--- src/rtl/fmt_pkg.sv ---
package fmt_pkg;
  localparam logic [7:0] IDX_PRESET1 = 8'h02;
  localparam logic [7:0] IDX_PRESET2 = 8'h03;
  localparam logic [7:0] IDX_CONTROL = 8'h04;

  // Timer configuration held by the control register
  typedef struct packed {
    logic mask1;
    logic mask2;
    logic start2;
    logic start1;
  } tctl_t;

  typedef enum logic [1:0] {
    RD_ZERO   = 2'd0,
    RD_STATUS = 2'd1,
    RD_DATA   = 2'd2
  } rdsel_e;
endpackage

--- src/rtl/fmt_tick_gen.sv ---
module fmt_tick_gen #(
  parameter int unsigned CLK_HZ  = 50_000_000,
  parameter int unsigned BASE_HZ = 12_500,
  parameter int unsigned RATIO   = 4
) (
  input  logic       clk,
  input  logic       rst,
  output logic [1:0] tick_o
);
  localparam int unsigned DIV_RAW = CLK_HZ / BASE_HZ;
  localparam int unsigned DIV     = (DIV_RAW == 0) ? 1 : DIV_RAW;
  localparam int unsigned CW      = $clog2(DIV + 1);
  localparam int unsigned RW      = $clog2(RATIO + 1);

  logic [CW-1:0] cnt;
  logic [RW-1:0] sub;
  logic          base_last;
  logic          sub_last;

  assign base_last = (cnt == CW'(DIV - 1));
  assign sub_last  = (sub == RW'(RATIO - 1));

  always_ff @(posedge clk) begin
    if (rst) begin
      cnt    <= '0;
      sub    <= '0;
      tick_o <= '0;
    end else begin
      tick_o <= '0;
      if (base_last) begin
        cnt       <= '0;
        tick_o[0] <= 1'b1;
        if (sub_last) begin
          sub       <= '0;
          tick_o[1] <= 1'b1;
        end else begin
          sub <= sub + RW'(1);
        end
      end else begin
        cnt <= cnt + CW'(1);
      end
    end
  end

  // the slow strobe always lands on a fast strobe
  assert_tick_align_R2: assert property (@(posedge clk) disable iff (rst)
    tick_o[1] |-> tick_o[0]);
endmodule

--- src/rtl/fmt_timer.sv ---
module fmt_timer #(
  parameter int unsigned W = 8
) (
  input  logic         clk,
  input  logic         rst,
  input  logic         tick,
  input  logic         start,
  input  logic [W-1:0] preset,
  output logic         expire_o
);
  logic [W-1:0] cnt;
  logic         start_q;

  always_ff @(posedge clk) begin
    if (rst) begin
      cnt      <= '0;
      start_q  <= 1'b0;
      expire_o <= 1'b0;
    end else begin
      start_q  <= start;
      expire_o <= 1'b0;
      if (start && !start_q) begin
        cnt <= preset;
      end else if (start && tick) begin
        if (cnt == '1) begin
          cnt      <= preset;
          expire_o <= 1'b1;
        end else begin
          cnt <= cnt + W'(1);
        end
      end
    end
  end

  // a running timer steps by one per tick below the top value
  assert_count_step_R3: assert property (@(posedge clk) disable iff (rst)
    (start && start_q && tick && cnt != '1) |=> (cnt == $past(cnt) + W'(1)));

  // overflow reloads the preset and reports expiry
  assert_reload_R4: assert property (@(posedge clk) disable iff (rst)
    (start && start_q && tick && cnt == '1) |=> (expire_o && cnt == $past(preset)));
endmodule

--- src/rtl/fmt_regfile.sv ---
module fmt_regfile #(
  parameter int unsigned AW = 9,
  parameter int unsigned DW = 8
) (
  input  logic          clk,
  input  logic          we,
  input  logic [AW-1:0] waddr,
  input  logic [DW-1:0] wdata,
  input  logic [AW-1:0] raddr,
  output logic [DW-1:0] rdata
);
  localparam int unsigned DEPTH = 1 << AW;

  logic [DW-1:0] mem [DEPTH];

  always_ff @(posedge clk) begin
    if (we) mem[waddr] <= wdata;
    rdata <= mem[raddr];
  end
endmodule

--- src/rtl/fm_timer_unit.sv ---
module fm_timer_unit #(
  parameter int unsigned CLK_HZ = 50_000_000,
  parameter int unsigned TW     = 8,
  parameter logic [4:0]  ID_SIG = 5'h06
) (
  input  logic       clk,
  input  logic       rst,
  input  logic       hb_wr,
  input  logic       hb_rd,
  input  logic       hb_bank,
  input  logic       hb_a0,
  input  logic [7:0] hb_wdata,
  output logic [7:0] hb_rdata,
  output logic       irq_o
);
  import fmt_pkg::*;

  localparam int unsigned NT = 2;
  localparam int unsigned AW = 9;

  logic [7:0]    idx_q [2];
  logic [TW-1:0] preset_q [NT];
  tctl_t         ctl;
  logic [NT-1:0] tick;
  logic [NT-1:0] expire;
  logic [NT-1:0] flags;
  logic [NT-1:0] mask;
  logic [NT-1:0] start;
  logic [7:0]    status_q;
  logic [7:0]    rf_q;
  rdsel_e        rdsel_q;

  logic          data_wr;
  logic          left_wr;
  logic [7:0]    wr_idx;
  logic          ctl_wr;
  logic          irq_clr;
  logic          irq_n;

  assign data_wr = hb_wr && hb_a0;
  assign wr_idx  = idx_q[hb_bank];
  assign left_wr = data_wr && !hb_bank;
  assign ctl_wr  = left_wr && (wr_idx == IDX_CONTROL);
  assign irq_clr = ctl_wr && hb_wdata[7];
  assign mask    = {ctl.mask2, ctl.mask1};
  assign start   = {ctl.start2, ctl.start1};
  assign irq_n   = |(flags & ~mask);

  fmt_tick_gen #(.CLK_HZ(CLK_HZ), .BASE_HZ(12_500), .RATIO(4)) tick_i (
    .clk(clk), .rst(rst), .tick_o(tick)
  );

  for (genvar t = 0; t < NT; t++) begin : g_tmr
    fmt_timer #(.W(TW)) tmr_i (
      .clk(clk), .rst(rst), .tick(tick[t]), .start(start[t]),
      .preset(preset_q[t]), .expire_o(expire[t])
    );

    // a flag only rises from an unmasked timer
    assert_mask_gate_R5: assert property (@(posedge clk) disable iff (rst)
      $rose(flags[t]) |-> !$past(mask[t]));
  end

  fmt_regfile #(.AW(AW), .DW(8)) rf_i (
    .clk(clk), .we(data_wr),
    .waddr({hb_bank, wr_idx}), .wdata(hb_wdata),
    .raddr({hb_bank, idx_q[hb_bank]}), .rdata(rf_q)
  );

  // Index latches
  always_ff @(posedge clk) begin
    if (rst) begin
      idx_q[0] <= '0;
      idx_q[1] <= '0;
    end else if (hb_wr && !hb_a0) begin
      idx_q[hb_bank] <= hb_wdata;
    end
  end

  // Timer presets and control
  always_ff @(posedge clk) begin
    if (rst) begin
      preset_q[0] <= '0;
      preset_q[1] <= '0;
      ctl         <= '0;
    end else if (left_wr) begin
      if (wr_idx == IDX_PRESET1) preset_q[0] <= hb_wdata[TW-1:0];
      if (wr_idx == IDX_PRESET2) preset_q[1] <= hb_wdata[TW-1:0];
      if (ctl_wr && !hb_wdata[7])
        ctl <= '{mask1: hb_wdata[6], mask2: hb_wdata[5],
                 start2: hb_wdata[1], start1: hb_wdata[0]};
    end
  end

  // Sticky flags, status and interrupt
  always_ff @(posedge clk) begin
    if (rst) begin
      flags    <= '0;
      status_q <= {3'b000, ID_SIG};
      irq_o    <= 1'b0;
    end else begin
      if (irq_clr) flags <= '0;
      else         flags <= flags | (expire & ~mask);
      status_q <= {irq_n, flags[0], flags[1], ID_SIG};
      irq_o    <= irq_n;
    end
  end

  // Read select
  always_ff @(posedge clk) begin
    if (rst) begin
      rdsel_q <= RD_ZERO;
    end else if (hb_rd) begin
      if (hb_a0)        rdsel_q <= RD_DATA;
      else if (!hb_bank) rdsel_q <= RD_STATUS;
      else              rdsel_q <= RD_ZERO;
    end
  end

  always_comb begin
    unique case (rdsel_q)
      RD_STATUS: hb_rdata = status_q;
      RD_DATA:   hb_rdata = rf_q;
      default:   hb_rdata = 8'h00;
    endcase
  end

  // interrupt reset empties the flags and leaves the control alone
  assert_flag_clear_R6: assert property (@(posedge clk) disable iff (rst)
    irq_clr |=> (flags == '0));
  assert_ctl_keep_R6: assert property (@(posedge clk) disable iff (rst)
    irq_clr |=> $stable(ctl));

  // a raised interrupt always has a flag behind it
  assert_irq_source_R7: assert property (@(posedge clk) disable iff (rst)
    irq_o |-> (status_q[6] || status_q[5]));

  // right-bank data writes leave the timer registers alone
  assert_right_inert_R10: assert property (@(posedge clk) disable iff (rst)
    (data_wr && hb_bank) |=> ($stable(ctl) && $stable(preset_q[0]) && $stable(preset_q[1])));
endmodule

--- config.mk ---
export PLATFORM = sky130hd
export DESIGN_NAME = fm_timer_unit
export DESIGN_NICKNAME = d
export VERILOG_FILES = /design/src/rtl/fmt_pkg.sv /design/src/rtl/fmt_tick_gen.sv /design/src/rtl/fmt_timer.sv /design/src/rtl/fmt_regfile.sv /design/src/rtl/fm_timer_unit.sv
export SDC_FILE = /design/constraint.sdc
export NUM_CORES = 2
export LEC_CHECK = 0
export BUFFER_PORTS_ARGS = -buffer_cell sky130_fd_sc_hd__buf_2
export CAP_MARGIN = 25
export CORE_AREA = 2 2 636 638
export CTS_CLUSTER_SIZE = 20
export DETAILED_ROUTE_END_ITERATION = 6
export DIE_AREA = 0 0 638 640
export PLACE_DENSITY = 0.64
export SLEW_MARGIN = 30
export SYNTH_ARGS = -nofsm -noshare
export SYNTH_HDL_FRONTEND = slang
export SYNTH_MEMORY_MAX_BITS = 65536
export SYNTH_SLANG_ARGS = --single-unit
--- constraint.sdc ---
create_clock -name clk -period 3.6 [get_ports clk]
set_clock_uncertainty 0.05 [all_clocks]
set_input_delay 0.18 -clock clk [delete_from_list [all_inputs] [get_ports clk]]
set_output_delay 0.18 -clock clk [all_outputs]
set_load 0.05 [all_outputs]
; ---- Word-level counts from Yosys, hierarchy flattened
; Memory sizes are Yosys's and may differ from the RTL's. A register that Yosys moved wholly into a read port is not among the register bits.
; Cells that the tools add are included.
[totals]
regBits = 54
latchBits = 0
mem_bits_rw = 4128
mem_bits_ro = 0
in_bits = 14
output_inout_bits = 9
mem_count = 3
[memory_table]
columns = name, words, width, read_ports, rd_ports_with_merged_regs, write_ports, line
row1 = rf_i.mem, 512, 8, 1, 1, 1, fmt_regfile.sv:14  ; logic [DW-1:0] mem [DEPTH];
row2 = idx_q, 2, 8, 1, 0, 2, fm_timer_unit.sv:21  ; logic [7:0] idx_q [2];
row3 = preset_q, 2, 8, 2, 0, 2, fm_timer_unit.sv:22  ; logic [TW-1:0] preset_q [NT];
[classes]
addsub = 4
n_mul = 0
div = 0
order_cmp = 0
n_eq_ne = 9
shifts = 0
muxes = 34
bitwise = 9
n_reduce_logical = 25
[ops]
columns = cell, n
row1 = $mux W8, 9
row2 = $mux W1, 22
row3 = $add A8 B1 Y8 const B, 2
row4 = $eq A8 B2 Y1 const B, 2
row5 = $eq A8 B8 Y1 const B, 2
row6 = $pmux W8 S2, 1
row7 = $add A12 B1 Y12 const B, 1
row8 = $eq A12 B12 Y1 const B, 1
row9 = $logic_and A1 B1 Y1, 10
row10 = $eq A8 B3 Y1 const B, 1
row11 = $reduce_or A2 Y1, 4
row12 = $reduce_or A8 Y1, 1
row13 = $reduce_or A3 Y1, 2
row14 = $logic_not A1 Y1, 5
row15 = $and A2 B2 Y2, 2
row16 = $reduce_bool A2 Y1, 2
row17 = $add A3 B1 Y3 const B, 1
row18 = $eq A3 B2 Y1 const B, 1
row19 = $mux W3, 1
row20 = $not A1 Y1, 3
row21 = $eq A2 B1 Y1 const B, 1
row22 = $eq A2 B2 Y1 const B, 1
row23 = $mux W2, 1
row24 = $not A2 Y2, 1
row25 = 3 further kinds, 4

; ---- Depth between registers and ports, before layout
[logic_depth]
ltp_word = 7
depth_mapped = 14
ltp_nobuf = 9

; ---- By module
; A second synthesis with hierarchy kept.
[hier_totals]
hier_cells = 8406
hier_area_um2 = 163755.8
[by_module_without_submodules]
columns = mod, n_inst, cells_each, area_per_inst_um2
row1 = fmt_regfile, 1, 8030, 159927.1
row2 = fm_timer_unit, 1, 143, 1869.3
row3 = fmt_timer, 2, 78, 629.4
row4 = fmt_tick_gen, 1, 77, 700.7

; ---- Worst setup path before layout
; Ideal clock, no wire load.
[synth_path]
kind = register -> register
start = memory idx_q[0][0]
end = memory preset_q[0][0] (enable)
setup_ps = 310
arrival_ps = 2773
required_time_ps = 3240
path_slack_ps = 467
path_stages_with_launch = 12
path_buffers = 6
synth_period_minus_slack_ps = 3133
cell_sequence = edfxtp_1 -> mux2_4 -> buf_6 -> buf_6 -> buf_6 -> buf_4 -> buf_4 -> buf_2 -> nor3_2 -> nand2_1 -> nor2_1 -> or2_2
[synth_rtl]
columns = element, line
row1 = start: declaration, fm_timer_unit.sv:21
row2 = end: declaration, fm_timer_unit.sv:22

; ---- Final worst setup path
[layout_path]
start = memory idx_q[0][0]
end = register rf_i.rdata[7], read port of rf_i.mem
[layout_between]
elab_chain_len = 1
[layout_rtl]
columns = element, line
row1 = $mem_v2 Z2 W8, -
row2 = end: declaration, fmt_regfile.sv:10  ; output logic [DW-1:0] rdata
; Every way passes these cells.
; A chain may end at the register's enable or synchronous reset.

==> run summary <==
Fill cell count: 32330
Seq/Total Area, Yosys: 78.04%
Skew-Pair Late Insertion Delay: 970 ps
Clk buf depth: 4
Met3 Usage GRT: 3.312%
Syn Area/Cell: 21.12 um2
Place WS: -871.0 ps
Syn Std Cell Area: 160300 um2
Num rows: 233
Drt first pass iters: 6
Remaining antenna violation count: 0
Routed WL: 418500 um
Top_reg_cell synth: edfxtp_1
Seq cells post-synth: 4184
EDFF count, synth: 4128
CTS root buf: clkbuf_16
Mapped Cells: 7588
Area of the multi-input gates: 33790 um2
Post-route setup slack: -143.9 ps
Routed length per instance: 29.10 um
Vias in the first global route: 83750
Detailed Place HPWL: 260300 um
Critical-path cell list: mux2_8 > buf_16 > buf_6 > buf_6 > buf_4 > mux4_2 > a22oi_2 > a21oi_4 > o41ai_4 > nand4_1 > buf_4 > or3_1
Kind of critical path: reg -> reg
Slowest cell on crit path: o41ai_4
Avg Vias per Cell: 5.773
Outcome: finished, violations left
Slowest cell delay on critical path: 480 ps
WHS: 219.7 ps
I/O pin cnt: 23
Worst path arrival time: 4540 ps
GRT met2 Usage: 32.47%
GRT Overall Usage: 20.07%
Met1 usage: 28.08%
Share of flip-flops with an asynchronous set or reset: 0%
Port bufs: 22
CTS Buf Count: 415
# DRC: 0
Maximum fanout along the worst path: 8
1st-iter DRT viols: 10820
Largest net degree at the start of global routing: 125
Final worst-path cycle share: 104.0%
Yosys top cell by area: edfxtp_1
Synth-to-layout area growth: 18.69%
Syn nets: 7608
Critical Path End Type: flip-flop
GRT busiest layer: met2
Die H: 640 um
Vias post-DR: 83010
Pwr dens: 545.3 nW/um2
MaxCap Viol Count: 0
Synth unique cells: 56
Failing checks: setup timing
Hold Fails Final Rpt: 0
Layout cells sized above 1: 31.58%
Fin nets: 8761
CTS tree: yes
Starting Density: 39.92%
CP required: 4390 ps
Initial antenna violation count: 17
CTS sink cnt: 4184
Die ar.: 408300 um2
Pwr Total: 103.7 mW
Die width: 638 um
Register-to-register setup slack: -140 ps
Finish-stage setup viols: 6
Worst-margin pin slew: 1013 ps
Peak VDD IR: 0.0004227 V
Slew Viols, Final: 0
Core region area: 401400 um2
Ys Warns: 0
Register Area: 125100 um2
H-tree depth: 5
Yosys top cell area share: 77.34%
Worst min path class: in -> reg
Startpoint Class: flip-flop
P_leak: 60.43 nW
Achievable frequency: 267.1 MHz
Placer Congestion: 0.8340
RSZ-0062 raised after global routing: true
Global-route wire length before repair: 598800 um
Top post-synthesis cells by area: edfxtp_1, mux4_2, a22oi_1
Clock slew at reported path FFs: 60 ps
Minimum clock period: 3744 ps
Worst slew margin: 32.49%
Remaining Overflow, GRT: 0
==> per-stage QoR <==
step	instance area (um2)	std cells	setup TNS [ps]	utilization, %
detailed placement	175700	13560	-4403	43.77
global route	190200	14370	-866.5	47.38
finish	190200	14380	-378.5	47.39
CTS	189600	14350	-295.5	47.23
floorplan	160300	7588	0	-
global placement	175700	13560	-3597	43.77
==> kinds of logic (layout without fill, tap and decap cells) <==
kind of cell | count (synthesis) | in the layout | share of synthesized area [%]
flip-flops | 4184 | 4184 | 78.04
AND/OR/NAND/NOR | 935 | 935 | 2.497
XOR/XNOR | 10 | 10 | 0.05465
multiplexers | 1102 | 1102 | 14.38
adder cells (fa/ha/maj) | 6 | 6 | 0.04684
AO/OA/AOI/OAI | 872 | 872 | 3.580
buffers and inverters | 479 | 1976 | 1.397
other | 0 | 8 | 0
==> synth_stat cells, drive strengths merged, types with 42 or more instances <==
master and instances:
edfxtp 4128, mux4 960, nor2 572, a22oi 420
a21oi 282, clkbuf 246, buf 224, nand2 176
mux2i 138, o22ai 81, dfxtp 56, nor4 42
==> path summary, 6_finish.rpt <==
path	from	endpoint	cells after the start
min	hb_wdata[2]	rf_i.mem[59][2]$_DFFE_PP_	2
max reg2reg	idx_q[0][0]$_SDFFCE_PN0P_	rf_i.rdata[7]$_DFF_P_	12
max	idx_q[0][0]$_SDFFCE_PN0P_	rf_i.rdata[7]$_DFF_P_	12
min reg2reg	tick_i.sub[2]$_SDFFE_PP0P_	tick_i.sub[2]$_SDFFE_PP0P_	2
==> power breakdown <==
part / total (mW) / internal (mW) / switching, mW
clock network: 42.0 / 23.8 / 18.2
logic: 8.10 / 3.42 / 4.68
registers: 53.6 / 53.6 / 0.0850
total: 104 / 80.8 / 23.0
==> cells in the final DEF (no fill, tap or decap), types with 15 or more instances in the layout <==
cell type / synthesis / layout
nand3_1: 18 / 17
edfxtp_1: 4128 / 4128
buf_4: 40 / 976
dlygate4sd3_1: 0 / 16
nor4_2: 0 / 15
clkinv_2: 0 / 70
clkbuf_16: 0 / 422
a21oi_1: 282 / 266
clkinv_1: 0 / 98
dfxtp_1: 56 / 56
nand2_4: 0 / 16
and2_1: 29 / 29
clkinvlp_4: 0 / 21
clkbuf_1: 246 / 88
bufinv_16: 0 / 33
a22oi_2: 0 / 35
nor2_1: 572 / 567
mux4_2: 960 / 960
a22oi_1: 420 / 385
mux2i_1: 138 / 138
nor4_1: 42 / 22
buf_6: 22 / 17
buf_12: 0 / 155
a21oi_2: 0 / 15
a41oi_1: 23 / 22
nand2_1: 176 / 159
o22ai_1: 81 / 77
==> worst max-delay path, delay by kind of cell (launching register included) <==
kind            cells  cell delay [ps]
buf+inv             5              920
compound gates      3              800
flops               1              420
mux                 2              840
simple gates        2              610
==> layout make-up <==
| type | count | area share [%] |
|---|---|---|
| Sequential cell | 4184 | 65.75 |
| Clock buffer | 509 | 5.694 |
| Timing Repair Buffer | 1206 | 6.060 |
| Multi-Input combinational cell | 2925 | 17.76 |
| Clock inverter | 252 | 1.225 |
| Inverter | 9 | 0.01776 |
| Antenna cell | 8 | 0.01052 |
| Tap cell | 5287 | 3.477 |
==> state kept, by name, summed over array words and instances (netlist names), 2 cells and up <==
register              flops
ctl                       4
flags                     2
g_tmr.tmr_i.cnt          16
g_tmr.tmr_i.expire_o      2
g_tmr.tmr_i.start_q       2
idx_q                    16
preset_q                 16
rdsel_q                   2
rf_i.mem               4096
rf_i.rdata                8
status_q                  2
tick_i.cnt               12
tick_i.sub                3
tick_i.tick_o             2
==> layer usage <==
layer	vias to the layer above	wire length, um
met3	636	36860
met2	4132	201400
met5	-	13
met4	2	12530
li1	34110	-
met1	44130	167600
==> what timing repair did <==
item / 4_1_cts / 5_1_grt
setup endpoints to repair: 8 / 8
endpoints found under the hold margin: 1374 / 0
pin swaps: 13 / 14
cloned: 3 / 4
setup buffers: 7 / 19
resized for setup: 65 / 65
hold buffers: 16 / 0
Note: power is estimated with default switching activity, not from simulation.
